<file path="src/rtl/lcap_pkg.sv">
package lcap_pkg;
  typedef enum logic {
    FILL_DOWN = 1'b0,
    FILL_UP   = 1'b1
  } fill_dir_e;

  localparam int unsigned DEF_OUTPUTS   = 312;
  localparam int unsigned DEF_CODES     = 6;
  localparam int unsigned DEF_CODE_W    = 6;
  localparam int unsigned DEF_TAIL_CLKS = 2;
endpackage

</file>
<file path="src/rtl/lcap_start_pins.sv">
module lcap_start_pins (
  input  logic dir_i,
  input  logic casc_i,
  input  logic start_r_i,
  input  logic start_l_i,
  output logic start_o,
  output logic start_r_o,
  output logic start_r_oe,
  output logic start_l_o,
  output logic start_l_oe
);
  import lcap_pkg::*;

  logic up;
  assign up = (fill_dir_e'(dir_i) == FILL_UP);

  // The input role goes to the pin at the near end of the fill order.
  assign start_o    = up ? start_r_i : start_l_i;
  assign start_r_oe = ~up;
  assign start_l_oe = up;
  assign start_r_o  = casc_i & ~up;
  assign start_l_o  = casc_i & up;
endmodule

</file>
<file path="src/rtl/lcap_ptr_ctl.sv">
module lcap_ptr_ctl #(
  parameter int unsigned NGRP = 52,
  parameter int unsigned TAIL = 2
) (
  input  logic            clk,
  input  logic            rst_n,
  input  logic            start_i,
  input  logic            dir_i,
  input  logic            strobe_i,
  output logic            busy_o,
  output logic            rev_o,
  output logic            casc_o,
  output logic [NGRP-1:0] grp_we_o
);
  import lcap_pkg::*;

  localparam int unsigned LAST = NGRP + TAIL;
  localparam int unsigned CW   = $clog2(LAST + 1);

  logic [CW-1:0] cnt_q;
  logic          busy_q, stb_q, casc_q;
  fill_dir_e     dir_q;
  logic          stb_rise, wr_act;

  assign stb_rise = strobe_i & ~stb_q;
  assign wr_act   = busy_q & ~stb_rise & (cnt_q <= CW'(NGRP));

  always_ff @(posedge clk or negedge rst_n) begin
    if (!rst_n) begin
      busy_q <= 1'b0;
      cnt_q  <= '0;
      dir_q  <= FILL_UP;
      stb_q  <= 1'b0;
      casc_q <= 1'b0;
    end else begin
      stb_q  <= strobe_i;
      casc_q <= 1'b0;
      if (busy_q) begin
        if (stb_rise) begin
          busy_q <= 1'b0;
        end else begin
          if (cnt_q == CW'(NGRP)) casc_q <= 1'b1;
          if (cnt_q == CW'(LAST)) busy_q <= 1'b0;
          cnt_q <= cnt_q + 1'b1;
        end
      end else if (start_i && !stb_rise) begin
        busy_q <= 1'b1;
        cnt_q  <= CW'(1);
        dir_q  <= fill_dir_e'(dir_i);
      end
    end
  end

  // Decode the logical group number onto the physical group it targets.
  for (genvar g = 0; g < NGRP; g++) begin : g_we
    localparam logic [CW-1:0] IDX_UP = CW'(g + 1);
    localparam logic [CW-1:0] IDX_DN = CW'(NGRP - g);
    assign grp_we_o[g] = wr_act &
                         (cnt_q == ((dir_q == FILL_UP) ? IDX_UP : IDX_DN));
  end

  assign busy_o = busy_q;
  assign rev_o  = (dir_q == FILL_DOWN);
  assign casc_o = casc_q;
endmodule

</file>
<file path="src/rtl/lcap_line_reg.sv">
module lcap_line_reg #(
  parameter int unsigned NGRP   = 52,
  parameter int unsigned CODES  = 6,
  parameter int unsigned CODE_W = 6
) (
  input  logic                          clk,
  input  logic                          rst_n,
  input  logic [NGRP-1:0]               grp_we_i,
  input  logic                          rev_i,
  input  logic [CODES*CODE_W-1:0]       word_i,
  output logic [NGRP*CODES*CODE_W-1:0]  line_o
);
  localparam int unsigned GW = CODES * CODE_W;

  logic [GW-1:0] word_rev;

  // Mirror the code order for a downward fill.
  for (genvar j = 0; j < CODES; j++) begin : g_mir
    assign word_rev[j*CODE_W +: CODE_W] = word_i[(CODES-1-j)*CODE_W +: CODE_W];
  end

  for (genvar g = 0; g < NGRP; g++) begin : g_grp
    logic [GW-1:0] grp_q;
    always_ff @(posedge clk or negedge rst_n) begin
      if (!rst_n)           grp_q <= '0;
      else if (grp_we_i[g]) grp_q <= rev_i ? word_rev : word_i;
    end
    assign line_o[g*GW +: GW] = grp_q;
  end
endmodule

</file>
<file path="src/rtl/lcap_line_capture.sv">
module lcap_line_capture #(
  parameter int unsigned N_OUT     = lcap_pkg::DEF_OUTPUTS,
  parameter int unsigned CODES     = lcap_pkg::DEF_CODES,
  parameter int unsigned CODE_W    = lcap_pkg::DEF_CODE_W,
  parameter int unsigned TAIL_CLKS = lcap_pkg::DEF_TAIL_CLKS
) (
  input  logic                      clk,
  input  logic                      rst_n,
  input  logic                      dir_i,
  input  logic                      strobe_i,
  input  logic [CODES*CODE_W-1:0]   word_i,
  input  logic                      start_r_i,
  output logic                      start_r_o,
  output logic                      start_r_oe,
  input  logic                      start_l_i,
  output logic                      start_l_o,
  output logic                      start_l_oe,
  output logic [N_OUT*CODE_W-1:0]   line_o
);
  localparam int unsigned NGRP = N_OUT / CODES;
  localparam int unsigned LW   = N_OUT * CODE_W;

  logic            start_w, busy_w, rev_w, casc_w;
  logic [NGRP-1:0] grp_we_w;

  lcap_start_pins u_pins (
    .dir_i      (dir_i),
    .casc_i     (casc_w),
    .start_r_i  (start_r_i),
    .start_l_i  (start_l_i),
    .start_o    (start_w),
    .start_r_o  (start_r_o),
    .start_r_oe (start_r_oe),
    .start_l_o  (start_l_o),
    .start_l_oe (start_l_oe)
  );

  lcap_ptr_ctl #(.NGRP(NGRP), .TAIL(TAIL_CLKS)) u_ptr (
    .clk      (clk),
    .rst_n    (rst_n),
    .start_i  (start_w),
    .dir_i    (dir_i),
    .strobe_i (strobe_i),
    .busy_o   (busy_w),
    .rev_o    (rev_w),
    .casc_o   (casc_w),
    .grp_we_o (grp_we_w)
  );

  lcap_line_reg #(.NGRP(NGRP), .CODES(CODES), .CODE_W(CODE_W)) u_line (
    .clk      (clk),
    .rst_n    (rst_n),
    .grp_we_i (grp_we_w),
    .rev_i    (rev_w),
    .word_i   (word_i),
    .line_o   (line_o)
  );
endmodule

</file>
<file path="config.mk">
export PLATFORM = sky130hd
export DESIGN_NAME = lcap_line_capture
export DESIGN_NICKNAME = d
export VERILOG_FILES = /design/src/rtl/lcap_pkg.sv /design/src/rtl/lcap_start_pins.sv /design/src/rtl/lcap_ptr_ctl.sv /design/src/rtl/lcap_line_reg.sv /design/src/rtl/lcap_line_capture.sv
export SDC_FILE = /design/constraint.sdc
export NUM_CORES = 2
export LEC_CHECK = 0
export ABC_AREA = 1
export BUFFER_PORTS_ARGS = -buffer_cell sky130_fd_sc_hd__buf_4
export CAP_MARGIN = 10
export CORE_AREA = 2 2 748 750
export CTS_BUF_LIST = sky130_fd_sc_hd__clkbuf_8
export DETAILED_ROUTE_END_ITERATION = 16
export DIE_AREA = 0 0 750 752
export PLACE_DENSITY = 0.3
export SYNTH_ARGS = -nofsm -noshare
export SYNTH_HDL_FRONTEND = slang
export SYNTH_SLANG_ARGS = --single-unit
</file>
<file path="constraint.sdc">
create_clock -name clk -period 2.2 [get_ports clk]
set_input_delay 0.44 -clock clk [delete_from_list [all_inputs] [get_ports clk]]
set_output_delay 0.44 -clock clk [all_outputs]
set_load 0.02 [all_outputs]
</file>
==> impl_results.md <==
* Status: finished with violations
* Failing checks: negative setup slack
* Fillcell total at slightly above 60k
* Sequential-to-total area share from yosys stat at 0.607
* Power Dens Cells at roughly 1400 mW/mm²
* Count of flip-flops with a built-in enable after synthesis at 0
* Initial antenna violation count at 76
* Mapped cell area at 0.0776 mm²
* RSZ-0062 raised after global routing: yes
* Wire per inst at approximately 31 µm
* Reg2reg path depth at 10
* Port Buffers at 1,917
* Placed instance area at 0.112 mm²
* Crit Path Max Fanout at 8
* Final ANT Viol Nets at 0
* Worst Hold Class: primary input to register
* Final min period at about 2500 ps
* Clock skew at approximately 120 ps
* Post-synthesis async set-or-reset flop share at 1.00
* Vias at 79.7k
* RR Startpoint: u_ptr.dir_q$_DFFE_PN1P_
* Final Setup Violations at 1,622
* Routed vias/inst at about 4.1
* Area of the core at roughly 0.56 mm²
* Commonest non-fill, non-tap cells in the layout: 3,679 x nand2_1, 2,445 x buf_4, 1,846 x dfrtp_1
* Pleak at around 0.067 µW
* Largest net degree at the start of global routing at 96
* WP data arrival at 3490 ps
* Mapped Cells at ~8.7k
* Peak VDD IR at around 0.00063 V
* Drt drc at 0
* Slew Limit Fails at 0
* F_max at 405 MHz
* Fin. Hold Viols at 0
* Max Cap Viol at 0
* Reg2Reg Setup Slack at -270 ps
* Detailed Route Iter0 Violations at between 6k and 7k
* Slew HR at 0.537
* Fin crit share at 1.12
* Hpwl dp at 415,000 µm
* Final nets at 11.6k
* Sequential Area at between 0.04 and 0.05 mm²
* Vias in the first global route at between 70k and 80k
* First drt pass iteration count at 6
* Worst Path Required at ~3200 ps
* CTS Buf Count at 391
* Post-Route WL at about 600,000 µm
* Die area at 0.564 mm²
* CTS tree: built
* Clock latency on the worst-skew pair at 1190 ps
* Row count at roughly 270
* Area of the multi-input gates at 0.0282 mm²
* Sink Count at ~1.9k
* Max Root-Sink Buffers at 4
* Power, Total at roughly 180,000 µW
* Syn Area/Cell at 8.94 µm²
* #FFs+latches synth at between 1.5k and 2k
* Synth Warn # at 0
* Final instance area at 0.129 mm²
* Layout cells sized above 1 at 0.359
* First-pass GRT wire length at between 700,000 and 800,000 µm
* CTS Root Cell: clkbuf_8
* Primary FF master, synth: dfrtp_1
* Worst hold path cell count at 2
* Top cells by area, synth: dfrtp_1 61%, nand2_1 19%, nand4_1 11%
* Global route total overflow at 0
* Chip Height at approximately 750 µm
* Worst setup SP type: register
* Setup slack after layout at -270 ps
* Num ports at 1,918
* Commonest non-fill, non-tap cell in the layout: nand2_1
* Crit Path Category: register to register
* Chip width at between 700 and 800 µm
* GRT Total Usage at 0.198
* Worst-Margin Slew at 694 ps
* R2R Path End: u_line.g_grp[12].grp_q[7]$_DFFE_PN0P_
* Routability cong. at between 0.7 and 0.8
* H-tree depth at 5
* Unique masters post-synth at 29
* CP endpoint kind: register
* Hold Startpoint: strobe_i
* Initial Util at 0.140
* Hold Path Sink: u_ptr.stb_q$_DFF_PN0_
* Syn nets at between 8k and 9k
* Synth area leader: dfrtp_1
* Reg clk slew, reported paths at about 60 ps
* Share of the synthesized area in the top cell type at 0.607
* Layout area overhead at 65.7%
[cells by family after synthesis]
logic type | count (synthesis) | synth area share
AND/OR/NAND/NOR | 5802 | 0.336
AO/OA/AOI/OAI | 48 | 0.00316
adder cells (fa/ha/maj) | 3 | 0.000484
XOR/XNOR | 6 | 0.00102
flip-flops | 1882 | 0.607
buffers and inverters | 939 | 0.0524
[Yosys cell counts (2+ instances only)]
cell type,count
buf_1,72
buf_2,406
buf_4,6
clkbuf_1,417
dfrtp_1,1881
ha_1,3
inv_1,30
inv_2,6
nand2_1,3890
nand2_2,11
nand3_1,467
nand3_2,22
nand4_1,1372
nor2_1,21
nor2_2,10
nor2_4,8
o21ai_0,9
o21ai_1,36
xnor2_1,2
xor2_1,2
[where the power goes]
part	switching [µW]	total, µW	internal [µW]
clock network	18500	39500	20900
registers	6680	50100	43400
logic	57600	92200	34600
total	82800	182000	98900
[per-layer routing]
metal / vias up / track usage / wire [µm]
met2: 3194 / 0.318 / 276000
met3: 847 / 0.0514 / 45600
li1: 34834 / - / -
met4: 16 / 0.0782 / 29300
met5: - / 0 / 115
met1: 40824 / 0.253 / 254000
[state kept, by name, indices dropped and copies added, names as in the netlist]
| register | count |
|---|---|
| u_ptr.busy_o | 1 |
| u_ptr.casc_o | 1 |
| u_ptr.dir_q | 1 |
| u_ptr.stb_q | 1 |
| u_ptr.cnt_q | 6 |
| u_line.g_grp.grp_q | 1872 |
[critical path, cell delays in order (launching register included)]
cell	delay (ps)
dfstp_4	650
buf_12	110
inv_8	40
buf_6	110
buf_12	140
buf_12	160
o21ai_4	290
buf_12	260
buf_12	200
nand4_1	100
nand2_1	70
[cell type report]
type,instances,share of cell area
inverter,37,0.00128
tap,7452,0.0725
antenna,23,0.000448
clock buffer,493,0.0528
timing repair buffer,3338,0.278
sequential,1882,0.367
clock inverter,186,0.00885
multi-input combinational,5859,0.219
[worst max path at each step]
stage / startpoint / to / slack (ps) / cells past startpoint
2_1_floorplan: u_ptr.dir_q$_DFFE_PN1P_ / u_line.g_grp[37].grp_q[15]$_DFFE_PN0P_ / 300 / 9
3_3_place_gp: u_ptr.dir_q$_DFFE_PN1P_ / u_line.g_grp[28].grp_q[29]$_DFFE_PN0P_ / -310 / 9
3_5_place_dp: u_ptr.dir_q$_DFFE_PN1P_ / u_line.g_grp[28].grp_q[31]$_DFFE_PN0P_ / -320 / 9
4_1_cts: u_ptr.casc_o$_DFF_PN0_ / start_r_o / -370 / 3
5_1_grt: u_ptr.dir_q$_DFFE_PN1P_ / u_line.g_grp[15].grp_q[4]$_DFFE_PN0P_ / -340 / 12
6_report: u_ptr.dir_q$_DFFE_PN1P_ / u_line.g_grp[12].grp_q[7]$_DFFE_PN0P_ / -270 / 10
[what timing repair did]
item / 4_1_cts / 5_1_grt
setup endpoints to repair: 3507 / 3651
hold buffers: 41 / 0
pin swaps: 120 / 151
gates cloned: 62 / 75
endpoints found under the hold margin: 2502 / 0
setup buffers: 149 / 122
gates resized for setup: 332 / 387
[per-stage QoR]
| step | utilization | TNS, ps | std cells | worst slack, ps | hold WS [ps] |
|---|---|---|---|---|---|
| 2_1_floorplan | - | 0 | 8680 | 302 | 144 |
| 3_3_place_gp | 0.201 | -88560 | 18153 | -308 | 455 |
| 3_5_place_dp | 0.201 | -93940 | 18153 | -318 | 459 |
| 4_1_cts | 0.224 | -388820 | 19078 | -366 | 7.83 |
| 5_1_grt | 0.231 | -459830 | 19260 | -343 | 30.9 |
| 6_report | 0.231 | -129880 | 19270 | -270 | 142 |
Note: power is estimated with default switching activity, not from simulation.
